===== src/rtl/pgate_pkg.sv =====
package pgate_pkg;

  localparam int DATA_W = 32;
  localparam int IDX_W = 5;
  localparam int START_BIT = 8;

  localparam logic [11:0] OFS_CLAMP_STAT = 12'h02C;
  localparam logic [11:0] OFS_TOGGLE     = 12'h030;
  localparam logic [11:0] OFS_CLAMP_CMD  = 12'h034;
  localparam logic [11:0] OFS_PWR_STAT   = 12'h038;

  typedef enum logic [2:0] {
    RD_NONE,
    RD_TOGGLE,
    RD_PWR,
    RD_CLAMP,
    RD_CMD
  } rdSel_e;

  typedef struct packed {
    logic              togBusy;
    logic [IDX_W-1:0]  togIdx;
    logic              togDone;
    logic              cmdLoad;
    logic [DATA_W-1:0] cmdData;
    logic              cmdDone;
    logic              rdEn;
    rdSel_e            rdSel;
  } strobe_t;

  function automatic int crossIdx(input int i, input int a, input int b, input int n);
    int t;
    if (i == a) t = b;
    else if (i == b) t = a;
    else t = i;
    if (t >= n) t = i;
    return t;
  endfunction

endpackage


===== src/rtl/pgate_ctrl_seq.sv =====
module pgate_ctrl_seq
  import pgate_pkg::*;
#(
  parameter int NUM_PART      = 32,
  parameter int TOGGLE_CYCLES = 16,
  parameter int CLAMP_CYCLES  = 4,
  parameter int ADDR_W        = 12
) (
  input  logic              clk,
  input  logic              rstN,
  input  logic              reqValid,
  input  logic              reqWrite,
  input  logic [ADDR_W-1:0] reqAddr,
  input  logic [DATA_W-1:0] reqWdata,
  input  logic              cmdPendAny,
  output strobe_t           strb
);

  localparam int TCW = $clog2(TOGGLE_CYCLES + 1);
  localparam int CCW = $clog2(CLAMP_CYCLES + 1);
  localparam logic [TCW-1:0] TOG_LAST = TCW'(TOGGLE_CYCLES - 1);
  localparam logic [CCW-1:0] CLAMP_LAST = CCW'(CLAMP_CYCLES - 1);

  logic             togBusy;
  logic [IDX_W-1:0] togIdx;
  logic [TCW-1:0]   togCnt;
  logic [CCW-1:0]   clampCnt;

  logic isToggle, isCmd, isPwr, isClamp;
  logic wrReq, idxOk, togAccept, togDone, cmdDone;
  rdSel_e rdSel;

  assign isToggle = (reqAddr == ADDR_W'(OFS_TOGGLE));
  assign isCmd    = (reqAddr == ADDR_W'(OFS_CLAMP_CMD));
  assign isPwr    = (reqAddr == ADDR_W'(OFS_PWR_STAT));
  assign isClamp  = (reqAddr == ADDR_W'(OFS_CLAMP_STAT));

  assign wrReq     = reqValid && reqWrite;
  assign idxOk     = (int'(reqWdata[IDX_W-1:0]) < NUM_PART);
  assign togAccept = wrReq && isToggle && reqWdata[START_BIT] && !togBusy && idxOk;
  assign togDone   = togBusy && (togCnt == TOG_LAST);
  assign cmdDone   = cmdPendAny && (clampCnt == CLAMP_LAST);

  // toggle timer
  always_ff @(posedge clk) begin
    if (!rstN) begin
      togBusy <= 1'b0;
      togIdx  <= '0;
      togCnt  <= '0;
    end else if (togAccept) begin
      togBusy <= 1'b1;
      togIdx  <= reqWdata[IDX_W-1:0];
      togCnt  <= '0;
    end else if (togBusy) begin
      if (togDone) begin
        togBusy <= 1'b0;
        togCnt  <= '0;
      end else begin
        togCnt <= togCnt + 1'b1;
      end
    end
  end

  // clamp-removal timer, runs while any command is pending
  always_ff @(posedge clk) begin
    if (!rstN) begin
      clampCnt <= '0;
    end else if (!cmdPendAny || cmdDone) begin
      clampCnt <= '0;
    end else begin
      clampCnt <= clampCnt + 1'b1;
    end
  end

  always_comb begin
    rdSel = RD_NONE;
    if (isToggle)     rdSel = RD_TOGGLE;
    else if (isPwr)   rdSel = RD_PWR;
    else if (isClamp) rdSel = RD_CLAMP;
    else if (isCmd)   rdSel = RD_CMD;
  end

  always_comb begin
    strb.togBusy = togBusy;
    strb.togIdx  = togIdx;
    strb.togDone = togDone;
    strb.cmdLoad = wrReq && isCmd && !cmdPendAny;
    strb.cmdData = reqWdata;
    strb.cmdDone = cmdDone;
    strb.rdEn    = reqValid && !reqWrite;
    strb.rdSel   = rdSel;
  end

endmodule


===== src/rtl/pgate_state.sv =====
module pgate_state
  import pgate_pkg::*;
#(
  parameter int NUM_PART = 32,
  parameter int SWAP_A   = 5,
  parameter int SWAP_B   = 7
) (
  input  logic                clk,
  input  logic                rstN,
  input  strobe_t             strb,
  output logic [NUM_PART-1:0] powerVec,
  output logic [NUM_PART-1:0] clampVec,
  output logic [NUM_PART-1:0] cmdPend,
  output logic                rdValid,
  output logic [DATA_W-1:0]   rdData
);

  logic [NUM_PART-1:0] tgtPwr;
  logic [NUM_PART-1:0] relMask;
  logic [NUM_PART-1:0] togMask;
  logic [NUM_PART-1:0] offMask;
  logic [NUM_PART-1:0] clampClr;
  logic [DATA_W-1:0]   rdNext;

  // crossed mapping between command bits and partitions (an involution)
  for (genvar i = 0; i < NUM_PART; i++) begin : g_map
    localparam int T = crossIdx(i, SWAP_A, SWAP_B, NUM_PART);
    assign tgtPwr[i]  = powerVec[T];
    assign relMask[i] = cmdPend[T];
  end

  assign togMask  = strb.togDone ? (NUM_PART'(1) << strb.togIdx) : '0;
  assign offMask  = togMask & powerVec;
  assign clampClr = strb.cmdDone ? (relMask & powerVec) : '0;

  always_ff @(posedge clk) begin
    if (!rstN) begin
      powerVec <= '0;
      clampVec <= '1;
      cmdPend  <= '0;
    end else begin
      powerVec <= powerVec ^ togMask;
      clampVec <= (clampVec & ~clampClr) | offMask;
      if (strb.cmdDone) cmdPend <= '0;
      else if (strb.cmdLoad) cmdPend <= strb.cmdData[NUM_PART-1:0] & tgtPwr;
    end
  end

  always_comb begin
    unique case (strb.rdSel)
      RD_TOGGLE: rdNext = DATA_W'({strb.togBusy, 3'b000, strb.togIdx});
      RD_PWR:    rdNext = DATA_W'(powerVec);
      RD_CLAMP:  rdNext = DATA_W'(clampVec);
      RD_CMD:    rdNext = DATA_W'(cmdPend);
      default:   rdNext = '0;
    endcase
  end

  always_ff @(posedge clk) begin
    if (!rstN) begin
      rdValid <= 1'b0;
      rdData  <= '0;
    end else begin
      rdValid <= strb.rdEn;
      if (strb.rdEn) rdData <= rdNext;
    end
  end

endmodule


===== src/rtl/pgate_ctrl.sv =====
module pgate_ctrl
  import pgate_pkg::*;
#(
  parameter int NUM_PART      = 32,
  parameter int TOGGLE_CYCLES = 16,
  parameter int CLAMP_CYCLES  = 4,
  parameter int SWAP_A        = 5,
  parameter int SWAP_B        = 7,
  parameter int ADDR_W        = 12
) (
  input  logic              clk,
  input  logic              rstN,
  input  logic              reqValid,
  output logic              reqReady,
  input  logic              reqWrite,
  input  logic [ADDR_W-1:0] reqAddr,
  input  logic [31:0]       reqWdata,
  output logic              rdValid,
  output logic [31:0]       rdData
);

  strobe_t             strb;
  logic [NUM_PART-1:0] powerVec;
  logic [NUM_PART-1:0] clampVec;
  logic [NUM_PART-1:0] cmdPend;
  logic                togBusy;

  assign reqReady = 1'b1;
  assign togBusy  = strb.togBusy;

  pgate_ctrl_seq #(
    .NUM_PART(NUM_PART),
    .TOGGLE_CYCLES(TOGGLE_CYCLES),
    .CLAMP_CYCLES(CLAMP_CYCLES),
    .ADDR_W(ADDR_W)
  ) u_seq (
    .clk(clk),
    .rstN(rstN),
    .reqValid(reqValid),
    .reqWrite(reqWrite),
    .reqAddr(reqAddr),
    .reqWdata(reqWdata),
    .cmdPendAny(|cmdPend),
    .strb(strb)
  );

  pgate_state #(
    .NUM_PART(NUM_PART),
    .SWAP_A(SWAP_A),
    .SWAP_B(SWAP_B)
  ) u_state (
    .clk(clk),
    .rstN(rstN),
    .strb(strb),
    .powerVec(powerVec),
    .clampVec(clampVec),
    .cmdPend(cmdPend),
    .rdValid(rdValid),
    .rdData(rdData)
  );

endmodule


===== config.mk =====
export PLATFORM = sky130hd
export DESIGN_NAME = pgate_ctrl
export DESIGN_NICKNAME = d
export VERILOG_FILES = /design/src/rtl/pgate_pkg.sv /design/src/rtl/pgate_ctrl_seq.sv /design/src/rtl/pgate_state.sv /design/src/rtl/pgate_ctrl.sv
export SDC_FILE = /design/constraint.sdc
export NUM_CORES = 1
export LEC_CHECK = 0
export ABC_AREA = 1
export BUFFER_PORTS_ARGS = -buffer_cell sky130_fd_sc_hd__buf_2
export CORE_ASPECT_RATIO = 1.2
export CORE_MARGIN = 10
export CORE_UTILIZATION = 53
export DETAILED_ROUTE_END_ITERATION = 7
export GPL_ROUTABILITY_DRIVEN = 1
export PLACE_DENSITY = 0.77
export SYNTH_ARGS = -nofsm -noshare
export SYNTH_HDL_FRONTEND = slang
export SYNTH_SLANG_ARGS = --single-unit

===== constraint.sdc =====
create_clock -name clk -period 1.6 [get_ports clk]
set_input_delay 0.16 -clock clk [delete_from_list [all_inputs] [get_ports clk]]
set_output_delay 0.16 -clock clk [all_outputs]
set_load 0.03 [all_outputs]

# Word-level counts from Yosys, hierarchy flattened
# Cells that the tools add are included.
[totals] inputBits=48 wordCells=58 ff_bits=143 out_inout_bits=34
[classes] n_reduce_logical=17 n_shift=1 eq_ne=10 mux=11 addsub=2 bitwise_logic=8
[ops] operator="$and A32 B32 Y32" n=4
[ops] operator="$pmux W32 S4" n=1
[ops] operator="$mux W32" n=2
[ops] operator="$eq A12 B6 Y1 const B" n=4
[ops] operator="$not A32 Y32" n=1
[ops] operator="$or A32 B32 Y32" n=1
[ops] operator="$reduce_or A32 Y1" n=1
[ops] operator="$shl A1 B5 Y32 const A" n=1
[ops] operator="$xor A32 B32 Y32" n=1
[ops] operator="$mux W3" n=4
[ops] operator="$eq A3 B2 Y1 const B" n=3
[ops] operator="$logic_and A1 B1 Y1" n=9
[ops] operator="$reduce_or A2 Y1" n=3
[ops] operator="$add A5 B1 Y5 const B" n=1
[ops] operator="$eq A5 B4 Y1 const B" n=1
[ops] operator="$mux W5" n=1
[ops] operator="$add A3 B1 Y3 const B" n=1
[ops] operator="$eq A3 B1 Y1 const B" n=1
[ops] operator="$eq A3 B3 Y1 const B" n=1
[ops] operator="$logic_not A1 Y1" n=3
[ops] operator="$mux W1" n=3
[ops] operator="$logic_or A1 B1 Y1" n=1
[ops] operator="$not A1 Y1" n=1

# Logic depth before layout (Yosys ltp)
[depth] ltp_word=7 depth_mapped=11 depth_no_buf=10

# Modules after synthesis
# Synthesis repeated with hierarchy kept, for this count alone.
[hier_totals] hier_cells=975 area_unflattened_um2=6944.2
[modules_own_cells] module="pgate_state" area_each_um2=5685.5 n_inst=1 cells_per_inst=771
[modules_own_cells] module="pgate_ctrl_seq" area_each_um2=1068.5 n_inst=1 cells_per_inst=157
[modules_own_cells] module="pgate_ctrl" area_each_um2=190.2 n_inst=1 cells_per_inst=47

# Worst setup path after synthesis
# No wires, ideal clock.
[synth_path] path_type="register -> register" startpoint="register u_seq.togCnt[0]" endpoint="register u_state.powerVec[21]" path_slack_ns=-0.203 stages_incl_launch_ff=11 period_less_slack_ns=1.803 arrival_time_ns=1.693 cell_sequence="dfxtp_1 ha_1 nand4_1 or2_2 inv_1 nand2_1 buf_2 nor2_1 ha_1 nand2_1 inv_1"
[synth_via] elab_chain_len=4
[synth_rtl] element="from (decl)" line="pgate_ctrl_seq.sv:26" text="logic [TCW-1:0] togCnt;"
[synth_rtl] element="from (signal assigned)" line="pgate_ctrl_seq.sv:59" text="togCnt <= togCnt + 1'b1;"
[synth_rtl] element="$eq A5 B4 Y1" line="pgate_ctrl_seq.sv:41" text="assign togDone = togBusy && (togCnt == TOG_LAST);"
[synth_rtl] element="$logic_and A1 B1 Y1" line="pgate_ctrl_seq.sv:41"
[synth_rtl] element="$mux W32" line="pgate_state.sv:32" text="assign togMask = strb.togDone ? (NUM_PART'(1) << strb.togIdx) : '0;"
[synth_rtl] element="$xor A32 B32 Y32" line="pgate_state.sv:42" text="powerVec <= powerVec ^ togMask;"
[synth_rtl] element="to (signal assigned)" line="pgate_state.sv:42"
[synth_rtl] element="to (decl)" line="pgate_state.sv:11" text="output logic [NUM_PART-1:0] powerVec,"
# Every way passes these cells.
# A chain may end at the register's enable or synchronous reset.

# Worst setup path in the final report
[layout_path] startpoint="register u_state.cmdPend[26]" endpoint="register u_state.cmdPend[29]"
[layout_via] elab_chain_len=3 word_cells_on_any_way=5 cone_classes="reduce/logical (5)"
[layout_rtl] element="from (decl)" line="pgate_state.sv:13" text="output logic [NUM_PART-1:0] cmdPend,"
[layout_rtl] element="from (signal assigned)" line="pgate_state.sv:45" text="else if (strb.cmdLoad) cmdPend <= strb.cmdData[NUM_PART-1:0] & tgtPwr;"
[layout_rtl] element="$reduce_or A32 Y1 *" line="pgate_ctrl.sv:43" text=".cmdPendAny(|cmdPend),"
[layout_rtl] element="$logic_and A1 B1 Y1 / $logic_not A1 Y1 (equally long branches)" line="pgate_ctrl_seq.sv:42, pgate_ctrl_seq.sv:87"
[layout_rtl] element="$reduce_or A2 Y1 (no line) / $logic_and A1 B1 Y1 (equally long branches)"
# Every way passes the cells marked *; elsewhere a longest branch is shown, timed or not.

==> out/results.ini <==
[run_status]
status = complete, but fails checks
violations = setup timing

[clocking]
clkSlewWorstSetupHoldPaths_ns = 0.06
numCtsBuffers = 17
cts_tree = built
clk_path_buf_depth = 2
cts.htree.levels = 4
ctsHoldBuffers = 0
clock-sinks = 143
clockRootBuffer = clkbuf_16
insertion_delay_ns = 0.43

[sta]
worst_pin_slew_ns = 0.5127
period_share_pct = 119.9
slew_headroom_pct = 65.55
fin_setup_tns_ns = -17.22
period_needed_ns = 1.919
clock_skew_ns = 0.01071
hold_viol_final = 0
fmax_ghz = 0.5211
rsz0062_at_grt = yes
slew_viol_final = 0
setup-violations-final = 99
worst_slack_ns = -0.3190

[worst_setup_path]
worst_setup_path_end_kind = flop
cp.required_ns = 1.98
crit_type = flop to flop
critPathLaunch = u_state.cmdPend[26]
r2r-start = u_state.cmdPend[26]
critPathArrivalTime_ns = 2.30
cp_max_fo = 7
worst_setup_path_start_kind = flop

[placed_design]
preCtsSetupSlack_ns = -0.1228
io_buffers = 80
hpwl_mm = 13.61
post_dp_cell_area_sq_um = 8073
gp_congestion = 0.9014

[die]
die_y_microns = 148.1
rows = 46
coreArea_sq_um = 13300
ios = 82
start_util_pct = 54.49
die_x_microns = 126.7
dieArea_sq_um = 18760

[min_path]
worstHoldStart = reqWdata[4]
min_path_type = input pin to flop

[synthesis]
synth_seq_cells = 143
yosysUniqueCellTypes = 24
syn_area_per_cell_sq_um = 6.509
yosysSeqAreaShare_pct = 39.52
async_reset_ff_share_pct = 0
synthCells = 1113
synthFlopType = dfxtp_1
ys_warn_count = 0
synth_nets = 1196
netlist_area_sq_um = 7244
synth_edf_count = 0

[cells_and_area]
final_area_sq_um = 9871
n_antenna_cell = 0
final_layout_size_suffix_gt1_share_pct = 28.47
multi_input_comb_area_sq_um = 4357
fillers = 917
area_growth_pct = 36.25
fin_util_pct = 74.24
seq_area_sq_um = 2882
fin_nets = 1311

[drt]
wl_met3_mm = 2.207
wl_mm = 24.52
wl_met1_mm = 8.903
routed.top_layer = met4
drc = 0
dr.pass1.iters = 5
viasPerCell = 5.574
antenna_left = 0
vias = 7848
wl_per_cell_microns = 17.42
drt_iter0_markers = 824
wl_met2_mm = 12.22

[pwr]
vdd_drop_max_mv = 0.9500
power.total_mw = 7.961
pwr_density_cell_nw_per_um2 = 806.5
leakage_nw = 5.197

[global_routing]
grt_max_degree = 40
grt_pass1_wl_mm = 37.64
antenna_found_initial = 0
overflow = 0
grt_use_total_pct = 24.49
grt_pass1_vias = 7605

[flow_run]
cap_viol_max_count = 0

[logic make-up after synthesis]
group | share of synthesized area [%]
flops | 39.52
xor+xnor | 0.2418
simple gates | 37.60
fa+ha+maj | 6.045
buf+inv | 12.95
other cells | 0.05176
compound gates | 3.592
[state kept, by name (all words and copies together) (netlist names)]
name,cells
u_seq.clampCnt,3
u_seq.togBusy,1
u_seq.togCnt,5
u_state.rdValid,1
u_state.cmdPend,32
u_state.rdData,32
u_state.clampVec,32
u_state.powerVec,32
u_seq.togIdx,5
[synth_stat cells (5+ instances only)]
| cell type | n | area share (%) |
|---|---|---|
| ha_1 | 35 | 6.0 |
| nor2_1 | 91 | 4.7 |
| a21oi_1 | 40 | 2.8 |
| buf_2 | 27 | 1.9 |
| nand4_1 | 21 | 1.8 |
| inv_2 | 5 | 0.26 |
| nand2_1 | 357 | 18 |
| nand3_1 | 164 | 11 |
| dfxtp_1 | 143 | 40 |
| inv_1 | 169 | 8.8 |
| clkbuf_1 | 22 | 1.1 |
| o21ai_0 | 8 | 0.55 |
| buf_4 | 8 | 0.83 |
| nor2_2 | 5 | 0.43 |
[where the power goes]
part	switching, mW	internal, mW
clock	1.58	2.47
combinational	0.227	0.130
sequential	0.000194	3.56
total	1.80	6.16
[area by class of cell]
cell class	instances	share of cell area [%]
Timing Repair Buffer	152	11.81
Inverter	175	6.782
Clock inverter	12	1.458
Multi-Input combinational cell	739	44.14
Clock buffer	19	4.487
Sequential cell	143	29.19
Tap cell	168	2.130
[critical path: stages, from the launching register on]
cell,delay [ns]
dfxtp_2,0.33
inv_2,0.06
nand4_1,0.20
nor2_1,0.21
nand2_1,0.13
nor2_4,0.23
nor2_4,0.07
nor2_4,0.14
buf_12,0.13
buf_12,0.10
buf_12,0.16
nand2_2,0.06
inv_1,0.05
[routing by layer]
layer	vias up	track usage [%]
met4	0	12.43
li1	3674	-
met5	-	0
met2	443	42.35
met3	125	5.939
met1	3606	27.28
[worst paths after layout]
kind	end	slack, ns	depth (start not counted)
worst min-delay path	u_seq.togIdx[4]	0.06	3
worst max register to register	u_state.cmdPend[29]	-0.32	12
worst min register to register	u_seq.clampCnt[0]	0.43	1
worst max-delay path	u_state.cmdPend[29]	-0.32	12
[metrics by stage]
step / cells / hold WS [ns]
after floorplan: 1113 / 0.3533
after global placement: 1352 / 0.4184
after detailed placement: 1352 / 0.4298
after CTS: 1403 / 0.03657
after global routing: 1408 / 0.1278
final: 1408 / 0.06184
[placed cells by master (no fill, tap or decap), types with 9 or more instances in the layout]
cell and instances:
nor2_4 34, dfxtp_2 15, inv_2 37, buf_12 11, inv_1 136, buf_4 52, ha_4 32, nand3_1 164
nand4_1 21, dfxtp_1 128, clkbuf_16 18, nor2_2 9, nand2_4 16, nand2_1 321, buf_2 80, a21oi_1 39
nand2_2 18, nor2_1 54
[what timing repair did]
action | 4_1_cts | 5_1_grt
cloned | 5 | 1
hold endpoints to repair | 0 | 0
setup endpoints to repair | 89 | 99
setup buffers | 17 | 7
resized for setup | 110 | 106
pin swaps | 12 | 26
No activity file was read; power rests on OpenSTA's default activity.
